$ cat src/rtl/smb_evt_pkg.sv
package smb_evt_pkg;
   localparam int unsigned HOST_W    = 4;
   localparam int unsigned CTRL_BITS = 5;
   localparam int unsigned STAT_BITS = 7;

   localparam int unsigned SB_ALERT  = 4;
   localparam int unsigned SB_NTF    = 5;
   localparam int unsigned SB_SLV    = 6;

   typedef struct packed {
      logic ntf_wake;
      logic ntf_irq;
      logic alert_dis;
      logic smi_sel;
      logic irq_en;
   } ctrl_t;

   typedef struct packed {
      logic irq;
      logic host_smi;
      logic slave_smi;
   } route_t;
endpackage

$ cat src/rtl/smb_alert_sync.sv
module smb_alert_sync #(
   parameter int unsigned STAGES = 2
) (
   input  logic clk,
   input  logic rst_n,
   input  logic pin_n_i,
   output logic fall_o
);
   localparam int unsigned TOP = STAGES;

   generate
      if (STAGES < 2) begin : g_bad_stages
         $error("smb_alert_sync: STAGES must be at least 2");
      end
   endgenerate

   logic [TOP:0] shreg_q;

   always_ff @(posedge clk or negedge rst_n) begin
      if (!rst_n) begin
         shreg_q <= '1;
      end else begin
         shreg_q <= {shreg_q[TOP-1:0], pin_n_i};
      end
   end

   assign fall_o = shreg_q[TOP] & ~shreg_q[TOP-1];
endmodule

$ cat src/rtl/smb_sticky_bank.sv
module smb_sticky_bank #(
   parameter int unsigned N = 7
) (
   input  logic         clk,
   input  logic         rst_n,
   input  logic [N-1:0] set_i,
   input  logic [N-1:0] clr_i,
   output logic [N-1:0] q_o
);
   generate
      if (N < 1) begin : g_bad_n
         $error("smb_sticky_bank: N must be positive");
      end
      for (genvar i = 0; i < N; i++) begin : g_bit
         logic q;
         always_ff @(posedge clk or negedge rst_n) begin
            if (!rst_n) begin
               q <= 1'b0;
            end else begin
               q <= set_i[i] | (q & ~clr_i[i]);
            end
         end
         assign q_o[i] = q;
      end
   endgenerate
endmodule

$ cat src/rtl/smb_route_logic.sv
module smb_route_logic
   import smb_evt_pkg::*;
#(
   parameter int unsigned NHOST = HOST_W
) (
   input  logic             clk,
   input  logic             rst_n,
   input  ctrl_t            ctrl_i,
   input  logic [NHOST-1:0] host_sts_i,
   input  logic             alert_sts_i,
   input  logic             ntf_sts_i,
   output logic             slv_set_o,
   output logic             irq_o,
   output logic             host_smi_o,
   output logic             slave_smi_o
);
   logic   host_any;
   logic   alert_live;
   logic   ntf_live;
   route_t nxt;
   route_t cur_q;

   assign host_any   = |host_sts_i;
   assign alert_live = alert_sts_i & ~ctrl_i.alert_dis;
   assign ntf_live   = ntf_sts_i & ctrl_i.ntf_irq;

   always_comb begin
      nxt = '0;
      if (ctrl_i.smi_sel) begin
         nxt.host_smi  = ctrl_i.irq_en & host_any;
         nxt.slave_smi = alert_live | ntf_live;
      end else begin
         nxt.irq = (ctrl_i.irq_en & host_any)
                 | (ctrl_i.irq_en & alert_live)
                 | ntf_live;
      end
   end

   assign slv_set_o = nxt.slave_smi;

   always_ff @(posedge clk or negedge rst_n) begin
      if (!rst_n) begin
         cur_q <= '0;
      end else begin
         cur_q <= nxt;
      end
   end

   assign irq_o       = cur_q.irq;
   assign host_smi_o  = cur_q.host_smi;
   assign slave_smi_o = cur_q.slave_smi;
endmodule

$ cat src/rtl/smb_evt_router.sv
module smb_evt_router
   import smb_evt_pkg::*;
#(
   parameter int unsigned DATA_W      = 8,
   parameter int unsigned ADDR_W      = 2,
   parameter int unsigned SYNC_STAGES = 2
) (
   input  logic              clk,
   input  logic              rst_n,
   input  logic              alert_n_i,
   input  logic [HOST_W-1:0] host_evt_i,
   input  logic              notify_i,
   input  logic              reg_wr_i,
   input  logic [ADDR_W-1:0] reg_addr_i,
   input  logic [DATA_W-1:0] reg_wdata_i,
   output logic [DATA_W-1:0] reg_rdata_o,
   output logic              irq_o,
   output logic              host_smi_o,
   output logic              slave_smi_o
);
   localparam logic [ADDR_W-1:0] A_CTRL = '0;
   localparam logic [ADDR_W-1:0] A_STAT = ADDR_W'(1);

   generate
      if (DATA_W < STAT_BITS) begin : g_bad_data_w
         $error("smb_evt_router: DATA_W too narrow for status");
      end
      if (ADDR_W < 1) begin : g_bad_addr_w
         $error("smb_evt_router: ADDR_W must be positive");
      end
   endgenerate

   ctrl_t                ctrl_q;
   logic [STAT_BITS-1:0] sts_q;
   logic [STAT_BITS-1:0] sts_set;
   logic [STAT_BITS-1:0] sts_clr;
   logic                 alert_fall;
   logic                 slv_set;
   logic                 wr_ctrl;
   logic                 wr_stat;
   logic                 unused_wdata;

   assign wr_ctrl = reg_wr_i & (reg_addr_i == A_CTRL);
   assign wr_stat = reg_wr_i & (reg_addr_i == A_STAT);
   assign unused_wdata = ^reg_wdata_i;

   always_ff @(posedge clk or negedge rst_n) begin
      if (!rst_n) begin
         ctrl_q <= '0;
      end else if (wr_ctrl) begin
         ctrl_q <= ctrl_t'(reg_wdata_i[CTRL_BITS-1:0]);
      end
   end

   smb_alert_sync #(
      .STAGES (SYNC_STAGES)
   ) u_sync (
      .clk     (clk),
      .rst_n   (rst_n),
      .pin_n_i (alert_n_i),
      .fall_o  (alert_fall)
   );

   assign sts_set = {slv_set, notify_i, alert_fall, host_evt_i};
   assign sts_clr = wr_stat ? reg_wdata_i[STAT_BITS-1:0] : '0;

   smb_sticky_bank #(
      .N (STAT_BITS)
   ) u_sts (
      .clk   (clk),
      .rst_n (rst_n),
      .set_i (sts_set),
      .clr_i (sts_clr),
      .q_o   (sts_q)
   );

   smb_route_logic #(
      .NHOST (HOST_W)
   ) u_route (
      .clk         (clk),
      .rst_n       (rst_n),
      .ctrl_i      (ctrl_q),
      .host_sts_i  (sts_q[HOST_W-1:0]),
      .alert_sts_i (sts_q[SB_ALERT]),
      .ntf_sts_i   (sts_q[SB_NTF]),
      .slv_set_o   (slv_set),
      .irq_o       (irq_o),
      .host_smi_o  (host_smi_o),
      .slave_smi_o (slave_smi_o)
   );

   always_comb begin
      reg_rdata_o = '0;
      if (reg_addr_i == A_CTRL) begin
         reg_rdata_o = DATA_W'(ctrl_q);
      end else if (reg_addr_i == A_STAT) begin
         reg_rdata_o = DATA_W'(sts_q);
      end
   end
endmodule

$ cat config.mk
export PLATFORM = sky130hd
export DESIGN_NAME = smb_evt_router
export DESIGN_NICKNAME = d
export VERILOG_FILES = /design/src/rtl/smb_evt_pkg.sv /design/src/rtl/smb_alert_sync.sv /design/src/rtl/smb_sticky_bank.sv /design/src/rtl/smb_route_logic.sv /design/src/rtl/smb_evt_router.sv
export SDC_FILE = /design/constraint.sdc
export NUM_CORES = 1
export LEC_CHECK = 0
export BUFFER_PORTS_ARGS = -buffer_cell sky130_fd_sc_hd__buf_4
export CORE_ASPECT_RATIO = 0.9
export CORE_MARGIN = 3
export CORE_UTILIZATION = 48
export DETAILED_ROUTE_END_ITERATION = 16
export GPL_ROUTABILITY_DRIVEN = 0
export PLACE_DENSITY = 0.76
export SYNTH_ARGS = -nofsm -noshare
export SYNTH_HDL_FRONTEND = slang
export SYNTH_HIERARCHICAL = 1
export SYNTH_SLANG_ARGS = --single-unit
$ cat constraint.sdc
create_clock -name clk -period 1.3 [get_ports clk]
set_clock_uncertainty 0.05 [all_clocks]
set_input_delay 0.26 -clock clk [delete_from_list [all_inputs] [get_ports clk]]
set_output_delay 0.26 -clock clk [all_outputs]
set_load 0.01 [all_outputs]
=== Yosys cells after proc, flatten, opt, wreduce, memory -nomap -nowiden ===
Index checks and enable logic that the tools add are counted.

* Add/subtract/negate cells: 0
* Multiply operators: 0
* Divide/modulo/power cells: 0
* $lt $le $gt $ge: 0
* Equal/unequal tests: 1
* Shift operators: 0
* Multiplexer cells: 5
* Bitwise gates (word level): 33
* Reductions and logical operators: 2

{| class="wikitable"
|+ Operators by type and width
! cell !! number
|-
| $mux W7 || 3
|-
| $and A1 B1 Y1 || 14
|-
| $or A1 B1 Y1 || 10
|-
| $not A1 Y1 || 9
|-
| $reduce_or A4 Y1 || 1
|-
| $eq A2 B1 Y1 const B || 1
|-
| $logic_not A2 Y1 || 1
|-
| $mux W2 || 1
|-
| $mux W1 || 1
|}

* Bits in registers: 18
* Bits in latches: 0
* Bits in writable memories: 0
* Memory bits (read-only): 0
* Input port bits: 19
* Output and inout port bits: 11
* Word-level logic and storage cells: 57
* Memories kept: 0

=== Logic depth before layout (Yosys ltp) ===
Gate-level depths: netlist of run 1.

* Word-level depth: 6
* Depth in mapped cells: 5
* Mapped depth without buffers: 4

=== Hierarchy ===
Netlist of run 1, hierarchy kept.

{| class="wikitable"
|+ By module, submodules not included
! module !! times used !! cells an instance !! area each (sq um) !! sequential area each (sq um)
|-
| smb_evt_router || 1 || 35 || 376.6 || 125.1
|-
| smb_sticky_bank || 1 || 28 || 306.5 || 175.2
|-
| smb_route_logic || 1 || 11 || 133.9 || 75.1
|-
| smb_alert_sync || 1 || 4 || 92.6 || 78.8
|}

=== Worst setup path after synthesis of run 1 ===
Ideal clock, no wire load.

* Path type: input -> register
* From: input reg_addr_i[1]
* To: register ctrl_q[0] (netlist name)
* Setup time: 125 ps
* Arrival time: 996 ps
* Data required time: 1125 ps
* Setup slack: 129 ps
* Stages on the path: 3
* Buffers on the path: 1
* Cell sequence: buf_6 nor3b_4 mux2_2

* Cells in the longest elaborated chain, start to end: 2

{| class="wikitable"
|+ RTL lines
! what !! line !! RTL
|-
| start, declared || smb_evt_router.sv:14 || <nowiki>input logic [ADDR_W-1:0] reg_addr_i,</nowiki>
|-
| $logic_not A2 Y1 || smb_evt_router.sv:43 || <nowiki>assign wr_ctrl = reg_wr_i & (reg_addr_i == A_CTRL);</nowiki>
|-
| $and A1 B1 Y1 || smb_evt_router.sv:43 ||
|-
| end signal, assigned || smb_evt_router.sv:51 || <nowiki>ctrl_q <= ctrl_t'(reg_wdata_i[CTRL_BITS-1:0]);</nowiki>
|-
| end, declared || smb_evt_router.sv:33 || <nowiki>ctrl_t ctrl_q;</nowiki>
|}

Every way passes these cells.
A chain may end at the register's enable or synchronous reset.

=== Final worst setup path of run 1 ===
* From: register u_sts.g_bit[0].q
* To: output reg_rdata_o[0]

* Cells in the longest elaborated chain, start to end: 2

{| class="wikitable"
|+ RTL lines
! what !! line !! RTL
|-
| start, declared || smb_sticky_bank.sv:15 || <nowiki>logic q;</nowiki>
|-
| start signal, assigned || smb_sticky_bank.sv:20 || <nowiki>q <= set_i[i] | (q & ~clr_i[i]);</nowiki>
|-
| $mux W7 || smb_evt_router.sv:96 || <nowiki>end else if (reg_addr_i == A_STAT) begin</nowiki>
|-
| $mux W7 || smb_evt_router.sv:94 || <nowiki>if (reg_addr_i == A_CTRL) begin</nowiki>
|-
| end, declared || smb_evt_router.sv:16 || <nowiki>output logic [DATA_W-1:0] reg_rdata_o,</nowiki>
|}

Every way passes these cells.

==> results of run 1 <==
==> where the power goes <==
group | internal (mW) | leakage (nW) | switching (mW)
sequential | 0.630 | 0.193 | 0.0300
clock | 0.119 | 0.0150 | 0.160
combinational | 0.220 | 0.371 | 0.145
==> cell usage after synthesis <==
| cell | number |
|---|---|
| a21boi_0 | 1 |
| a21o_1 | 7 |
| a21oi_1 | 1 |
| a311oi_1 | 1 |
| and2_1 | 7 |
| and3b_2 | 3 |
| buf_4 | 8 |
| buf_6 | 2 |
| conb_1 | 1 |
| dfrtp_1 | 15 |
| dfstp_2 | 3 |
| inv_1 | 7 |
| mux2_2 | 5 |
| mux2i_1 | 5 |
| nand2_1 | 2 |
| nand2b_4 | 1 |
| nor2_1 | 6 |
| nor2b_4 | 1 |
| nor3b_4 | 1 |
| nor4_2 | 1 |
==> routing by layer <==
layer / global-route usage / up-vias
li1: - / 317
met1: 0.221 / 312
met2: 0.266 / 25
met3: 0.0508 / 2
met4: 0.0785 / 0
met5: 0 / -
==> flip-flops by register name (all words and copies together), names as in the netlist <==
register and count:
u_route/slave_smi_o 1, u_route/host_smi_o 1, u_route/irq_o 1, u_sts/g_bit.q 7
u_sync/shreg_q 3, ctrl_q 5
==> layout make-up <==
type	instances	share of cell area
clock buffers	4	0.0215
inverters	7	0.0215
multi-input cells	43	0.284
flip-flops and latches	18	0.372
well taps	24	0.0246
repair buffers	42	0.277
==> stage by stage <==
step | hold WS [ns] | util | cell area (um^2) | power, mW
after floorplan | -0.0856 | - | 910 | 0.846
after global routing | 0.0146 | 0.704 | 1220 | 1.39
final | 0.0287 | 0.704 | 1220 | 1.30
after detailed placement | 0.0867 | 0.627 | 1090 | 0.971
after global placement | 0.0877 | 0.627 | 1090 | 0.962
after CTS | 0.0229 | 0.696 | 1210 | 1.30
==> worst min path at each step <==
| stage | slack, ns | to | start | cells after the start |
|---|---|---|---|---|
| CTS | 0.02 | u_sync/shreg_q[0]$_DFF_PN1_ | alert_n_i | 1 |
| detailed placement | 0.09 | u_sts/g_bit[2].q$_DFF_PN0_ | rst_n | 1 |
| floorplan | -0.09 | ctrl_q[0]$_DFFE_PN0P_ | rst_n | 0 |
| global route | 0.01 | u_sync/shreg_q[0]$_DFF_PN1_ | alert_n_i | 1 |
| finish | 0.03 | u_sync/shreg_q[0]$_DFF_PN1_ | alert_n_i | 1 |
| global placement | 0.09 | u_sts/g_bit[2].q$_DFF_PN0_ | rst_n | 1 |
==> logic make-up (layout without fill, tap and decap cells) <==
logic type / Yosys count / in the layout / share of synthesized area
AO/OA/AOI/OAI: 10 / 10 / 0.0812
buffers and inverters: 17 / 53 / 0.120
flip-flops: 18 / 18 / 0.499
multiplexers: 10 / 10 / 0.117
other: 1 / 1 / 0.00412
AND/OR/NAND/NOR: 22 / 22 / 0.179
==> timing repair <==
action                                 CTS  global route
setup endpoints to repair                7             7
endpoints found under the hold margin   15             0
setup buffers                           10             2
gates resized for setup                  2             0
pin swaps                                1             3
hold buffers                             1             0
==> results.toml, run 1 <==
[clock_tree]
h-tree-depth = 1
cts.reportedPaths.clkPinSlew_ns = 0.10
clock_sink_count = 18
clock_latency_ns = 0.28
cts-root-buf = "clkbuf_4"
cts_tree = "built"
cts_buffers = 3
clk_path_buf_depth = 2

[worst_setup_path]
end_kind = "output pin"
critPathLaunchType = "flip-flop"
crit_slowest_cell = "dfrtp_1"
arrival_ns = 1.02
required_ns = 0.99
cpPeakStageDelay_ns = 0.40
cp-startpoint = "u_sts/g_bit[0].q$_DFF_PN0_"
critical_path_buf_inv_count = 1
r2r_slack_ns = 0.16
critPathKind = "reg -> out"
path_depth = 3
crit_end = "reg_rdata_o[0]"
rr_startpoint = "u_sts/g_bit[1].q$_DFF_PN0_"
crit_fanout = 2
r2r_cells = 3
crit_chain = "mux2i_1 -> nor2_1 -> buf_4"
cpLargestDelayFamily = "flip-flops"
r2r-end = "u_route/irq_o$_DFF_PN0_"

[synth]
ys_seq_area_frac = 0.499
synth_warnings = 6
synth_cells = 78
synth_nets = 97
synth.largest_area_cell = "dfrtp_1"
synth.distinct_cells = 20
synth_area_um2 = 910
yosys-top-cells-area = "dfrtp_1 (41%), dfstp_2 (8.7%), buf_4 (6.6%)"
ys_ff_latch = 18
synth_area_per_cell_um2 = 11.7
yosys.area.top_type_share = 0.413

[layout]
regArea_um2 = 454
area_delta_synth_final_pct = 34.3
multi_input_area_um2 = 347
final_cell_mix = "buf_4 (38), dfrtp_1 (15), and2_1 (7), inv_1 (7), a21o_1 (7)"
nets = 134
final_common_cell = "buf_4"
layout-drive-gt1-share = 0.518
layout.cells.non_filler = 138
fillers = 131
insertedDiodeCount = 0

[sta]
final-setup-viol-count = 5
max_freq_mhz = 753
fin_crit_ns = 1.33
setup_ws_ns = -0.0287
rsz0062_at_grt = "true"
slew_violations = 0
hold_viol_final = 0
min_period_over_period = 1.02
setup_tns_ns = -0.0816

[worst_hold_path]
hold_class = "in -> reg"

[die]
die_x_um = 51.9
pin_count = 30
initial_core_util = 0.525
rows = 14
dieHeight_um = 47.3
core_um2 = 1730
dieArea_um2 = 2450

[place]
io_buffers = 27
placed_cells = 121
dp_slack_ns = 0.00672
dp_hpwl_um = 1200

[global_routing]
grtUsageTotal = 0.170
grt_pass1_wl_um = 2970
grt_overflow = 0
grt_pass1_vias = 642
antenna_found_initial = 0
grt_start_max_net_pins = 19

[detailed_routing]
drt_first_iter_violations = 8
dr_wl_met2_um = 817
ant_nets = 0
wire_per_inst_um = 12.9
drt_wl_total_um = 1780
first_pass_iters = 4
top_layer = "met4"
wl_met3_um = 125
post-route-drc-count = 0
via_count = 656
wl_met1_um = 820
via_per_inst = 4.75

[run]
maxCapViolCount = 0

[power_and_ir_drop]
powerDensity_nw_per_um2 = 1070
peakVddDrop_uv = 610
p_leak_nw = 0.579

[run_status]
violations = "negative setup slack"
status = "complete, but fails checks"
(Power assumes the default switching activity.)
==> run 2: changes to the inputs <==
- ABC_CLOCK_PERIOD_IN_PS: default -> 1300
- SKIP_LAST_GASP: default -> 1
- SLEW_MARGIN: default -> 30
==> run 2 against run 1 <==
Against the previous run:
- the flow still finishes with violations (negative setup slack)
- final area is the same
- via count rose by 0.61%
- critical path depth is the same
- clock power about the same
- routed wire length down 0.11%
- maximum frequency about the same
- sequential power about the same
- global-route usage shrank 0.27 points
- non-clock buffer count stayed put
- final cell count unchanged
- worst setup slack worse by 0.00085 ns
- critical path type unchanged
- highest routed layer unchanged
==> results.toml, run 2 (same netlist as run 1, synthesis figures left out) <==
[sta]
setup_ws_ns = -0.0296
fin_hold_ws_ns = 0.0287
final-setup-viol-count = 5
hold_viol_final = 0
min_period_over_period = 1.02
rsz0062_at_grt = "true"
slew_violations = 0
fin_crit_ns = 1.33
max_freq_mhz = 752

[power_and_ir_drop]
switching_share = 0.258
peakVddDrop_uv = 610
p_sw_mw = 0.337
p_leak_nw = 0.579
powerDensity_nw_per_um2 = 1070
p_int_mw = 0.969
comb_power_share = 0.280
p_seq_frac = 0.506
p_clk_frac = 0.214

[die]
core_um2 = 1730
rows = 14
dieArea_um2 = 2450
die_x_um = 51.9
dieHeight_um = 47.3
pin_count = 30
initial_core_util = 0.525

[run]
maxCapViolCount = 0

[clock_tree]
cts.reportedPaths.clkPinSlew_ns = 0.10
clock_latency_ns = 0.28
cts_tree = "built"
clock_sink_count = 18
cts_buffers = 3
clk_path_buf_depth = 2
h-tree-depth = 1
cts-root-buf = "clkbuf_4"

[worst_setup_path]
critPathLaunchType = "flip-flop"
end_kind = "output pin"
r2r-end = "u_route/irq_o$_DFF_PN0_"
required_ns = 0.99
r2r_cells = 3
crit_fanout = 2
rr_startpoint = "u_sts/g_bit[1].q$_DFF_PN0_"
arrival_ns = 1.02
cp-startpoint = "u_sts/g_bit[0].q$_DFF_PN0_"
r2r_slack_ns = 0.15
critPathKind = "reg -> out"

[global_routing]
grt_overflow = 0
antenna_found_initial = 0
grtUsageTotal = 0.168
grt_start_max_net_pins = 19
grt_pass1_vias = 621
grt_pass1_wl_um = 2910

[layout]
fillers = 131
nets = 134
area_delta_synth_final_pct = 34.3
top_regs = "u_sts/g_bit.q: 7 flops, ctrl_q: 5 flops, u_sync/shreg_q: 3 flops"
regMostFlops = "u_sts/g_bit.q"
layout-drive-gt1-share = 0.518
final_common_cell = "buf_4"
final_cell_mix = "buf_4 (38), dfrtp_1 (15), and2_1 (7), inv_1 (7), a21o_1 (7)"
largest_reg_flops = 7
layout.cells.non_filler = 138
final_area_um2 = 1220
multi_input_area_um2 = 347
regArea_um2 = 454
insertedDiodeCount = 0

[worst_hold_path]
holdPathStages = 1
min_from = "alert_n_i"
hold_class = "in -> reg"
hold-path-endpoint = "u_sync/shreg_q[0]$_DFF_PN1_"

[place]
post_dp_cell_area_um2 = 1090
placed_cells = 121
io_buffers = 27
dp_slack_ns = 0.00672
dp_hpwl_um = 1200

[detailed_routing]
wire_per_inst_um = 12.8
drt_first_iter_violations = 11
first_pass_iters = 4
via_per_inst = 4.78
via_count = 660
drt_wl_total_um = 1770
ant_nets = 0
post-route-drc-count = 0

[run_status]
status = "complete, but fails checks"
violations = "negative setup slack"
run 2: stage by stage:
stage          power (mW)  utilization  setup TNS [ns]
2_1_floorplan       0.846            -               0
3_3_place_gp        0.962        0.627               0
3_5_place_dp        0.971        0.627               0
4_1_cts              1.30        0.691          -0.130
5_1_grt              1.39        0.704          -0.501
6_report             1.31        0.704         -0.0925
run 2: worst max path at each step:
stage / to / slack (ns) / depth (start not counted)
6_report: reg_rdata_o[0] / -0.03 / 3
5_1_grt: reg_rdata_o[0] / -0.1 / 3
4_1_cts: reg_rdata_o[1] / -0.03 / 3
3_5_place_dp: ctrl_q[1]$_DFFE_PN0P_ / 0.007 / 3
3_3_place_gp: ctrl_q[4]$_DFFE_PN0P_ / 0.02 / 3
2_1_floorplan: ctrl_q[0]$_DFFE_PN0P_ / 0.13 / 3
run 2: per-layer routing:
metal | GRT usage | share of wire
met5 | 0 | 0
met4 | 0.0785 | 0.0062
met3 | 0.0508 | 0.076
met2 | 0.256 | 0.46
met1 | 0.221 | 0.46
run 2: cell type report:
| class | instances | share of cell area |
|---|---|---|
| Clock buffer | 4 | 0.0215 |
| Inverter | 7 | 0.0215 |
| Sequential cell | 18 | 0.372 |
| Timing Repair Buffer | 42 | 0.277 |
| Multi-Input combinational cell | 43 | 0.284 |
| Tap cell | 24 | 0.0246 |
run 2: timing repair:
item,CTS,global route
hold endpoints to repair,15,0
hold buffers,1,0
buffers inserted,10,2
setup endpoints to repair,7,7
pin swaps,1,4
resized for setup,0,2
run 2: power groups by stage:
| stage | clock network [mW] | registers (mW) | logic [mW] |
|---|---|---|---|
| final | 0.280 | 0.661 | 0.366 |
| after global routing | 0.319 | 0.670 | 0.402 |
| after CTS | 0.285 | 0.660 | 0.351 |
| after detailed placement | 0 | 0.688 | 0.282 |
| after global placement | 0 | 0.685 | 0.277 |
| after floorplan | 0 | 0.684 | 0.162 |
run 2: critical path: stages, from the launching register on:
cell     delay (ns)
dfrtp_1        0.40
mux2i_1        0.14
nor2_1         0.06
buf_4          0.14
==> run 3: changes to the inputs <==
- CORE_UTILIZATION: 48 -> 46
- PLACE_DENSITY: 0.76 -> 0.75
- SYNTH_HIERARCHICAL: 1 -> default
==> run 3 against run 2 <==
Against the previous run:
- the run still ends with negative setup slack left
- worst hold slack better by 0.059 ns
- sequential power grew 1%
- global-route usage rose by 0.96 points
- final cell count stayed put
- routed wire length rose by 1.5%
- register-to-register slack got worse by 0.27 ns
- combinational power decreased by 6.6%
- highest routed layer is now met3
==> results.toml, run 3 <==
[detailed_routing]
via_per_inst = 4.84
post-route-drc-count = 0
ant_nets = 0
drt_wl_total_um = 1800
first_pass_iters = 2
via_count = 668
drt_first_iter_violations = 3
wire_per_inst_um = 13.0

[worst_setup_path]
cpPeakStageDelay_ns = 0.40
crit_fanout = 2
required_ns = 0.99
end_kind = "output pin"
crit_slowest_cell = "dfrtp_1"
r2r_slack_ns = -0.12
critPathLaunchType = "flip-flop"
cp-startpoint = "u_sts.g_bit[1].q$_DFF_PN0_"
critPathKind = "reg -> out"
arrival_ns = 1.15
crit_chain = "buf_4 -> mux2i_1 -> nor2_1 -> buf_4"
crit_top_cell = "buf_4"
rr_startpoint = "u_sts.g_bit[3].q$_DFF_PN0_"

[die]
pin_count = 30
die_x_um = 49.9
rows = 13
dieArea_um2 = 2270
core_um2 = 1550
initial_core_util = 0.517
dieHeight_um = 45.6

[synth]
synth_warnings = 0
yosys.area.top_type_share = 0.469
yosys-top-cells-area = "dfrtp_1 (47%), dfstp_2 (9.9%), mux2i_1 (6.3%)"
synth_area_per_cell_um2 = 11.9
synth.largest_area_cell = "dfrtp_1"
synth.distinct_cells = 23
synth_nets = 86
synth_cells = 67
synth_area_um2 = 800
synth_async_sr_flop_share = 1.00
synth_edf_count = 0
ys_top_cells_by_count = "dfrtp_1 (15), nand2_1 (9), nor2_1 (6)"
yosysMostFrequentCell = "dfrtp_1"
synth_top_flop_cell = "dfrtp_1"
ys_ff_latch = 18
ys_seq_area_frac = 0.568

[layout]
final_cell_mix = "buf_4 (45), dfrtp_1 (15), nand2_1 (9)"
fillers = 106
top_regs = "u_sts.g_bit.q: 7 flops, ctrl_q: 5 flops, u_sync.shreg_q: 3 flops"
insertedDiodeCount = 0
nets = 136
area_delta_synth_final_pct = 52.3
regMostFlops = "u_sts.g_bit.q"
layout-drive-gt1-share = 0.552
final_area_um2 = 1220
regArea_um2 = 454
final_util = 0.788
layout.cells.non_filler = 138
largest_reg_flops = 7
multi_input_area_um2 = 312
final_common_cell = "buf_4"

[run]
maxCapViolCount = 0

[worst_hold_path]
hold_class = "in -> reg"
min_from = "notify_i"

[global_routing]
grt_start_max_net_pins = 19
grtUsageTotal = 0.177
grt_overflow = 0
grt_pass1_vias = 681
grt_pass1_wl_um = 2930
antenna_found_initial = 0

[place]
dp_hpwl_um = 1280
placed_cells = 120
post_dp_cell_area_um2 = 1050
io_buffers = 27

[sta]
min_period_over_period = 1.13
setup_ws_ns = -0.163
hold_viol_final = 0
fin_crit_ns = 1.46
fin_hold_ws_ns = 0.0872
max_freq_mhz = 683
final-setup-viol-count = 7
slew_violations = 0
rsz0062_at_grt = "true"

[clock_tree]
cts_buffers = 3
cts-root-buf = "clkbuf_4"
cts_tree = "built"
clock_sink_count = 18
clock_latency_ns = 0.29
cts.reportedPaths.clkPinSlew_ns = 0.10
clk_path_buf_depth = 2
h-tree-depth = 1

[run_status]
status = "complete, but fails checks"
violations = "negative setup slack"

[power_and_ir_drop]
peakVddDrop_uv = 909
powerDensity_nw_per_um2 = 1110
p_leak_nw = 0.593
==> run 3: worst max-delay path, delay by kind of cell (launching register included) <==
family	cells	cell delay (ns)
buf+inv	2	0.28
simple gates	1	0.06
mux	1	0.13
flops	1	0.40
==> run 3: kinds of logic after synthesis <==
group | count (synthesis) | share of synthesized area
buffers and inverters | 6 | 0.0532
DFF | 18 | 0.568
other | 1 | 0.00469
muxes | 9 | 0.119
and+or+nand+nor | 22 | 0.160
AOI/OAI and AO/OA | 11 | 0.0955
==> run 3: cell type report <==
type                       instances  area share
sequential                        18       0.373
timing repair buffer              49       0.312
inverter                           2     0.00617
tap                               22      0.0226
multi-input combinational         43       0.256
clock buffer                       4      0.0298
==> run 3: stage by stage <==
step                total power [mW]  TNS [ns]  setup slack, ns
global route                    1.42     -1.19           -0.220
detailed placement             0.960  -0.00726         -0.00726
global placement               0.949         0           0.0134
floorplan                      0.811         0           0.0438
CTS                             1.33    -0.664           -0.159
finish                          1.35    -0.691           -0.163
==> run 3: final timing paths <==
path | to | cells after the start
worst max-delay path | reg_rdata_o[1] | 4
worst min-delay path | u_sts.g_bit[5].q$_DFF_PN0_ | 2
worst max register to register | u_route.irq_o$_DFF_PN0_ | 4
worst min register to register | u_sync.shreg_q[1]$_DFF_PN1_ | 0
max in group asynchronous | u_sync.shreg_q[0]$_DFF_PN1_ | 2
min in group asynchronous | u_sts.g_bit[5].q$_DFF_PN0_ | 2
==> run 3: metal layers <==
layer / share of wire / vias up / global-route usage
met5: 0 / - / 0
met2: 0.53 / 22 / 0.330
li1: - / 323 / -
met1: 0.41 / 323 / 0.191
met4: 0 / 0 / 0.0497
met3: 0.057 / 0 / 0.0656
==> run 3: timing repair <==
item                       CTS  global route
gates resized for setup      3             1
buffers inserted             9             3
hold buffers                 1             1
pin swaps                    6             2
hold endpoints to repair    15             1
setup endpoints to repair    8             9
==> run 3: power by group <==
group | switching [mW] | internal [mW]
clock network | 0.166 | 0.171
logic | 0.137 | 0.205
registers | 0.0397 | 0.629
total | 0.343 | 1.00
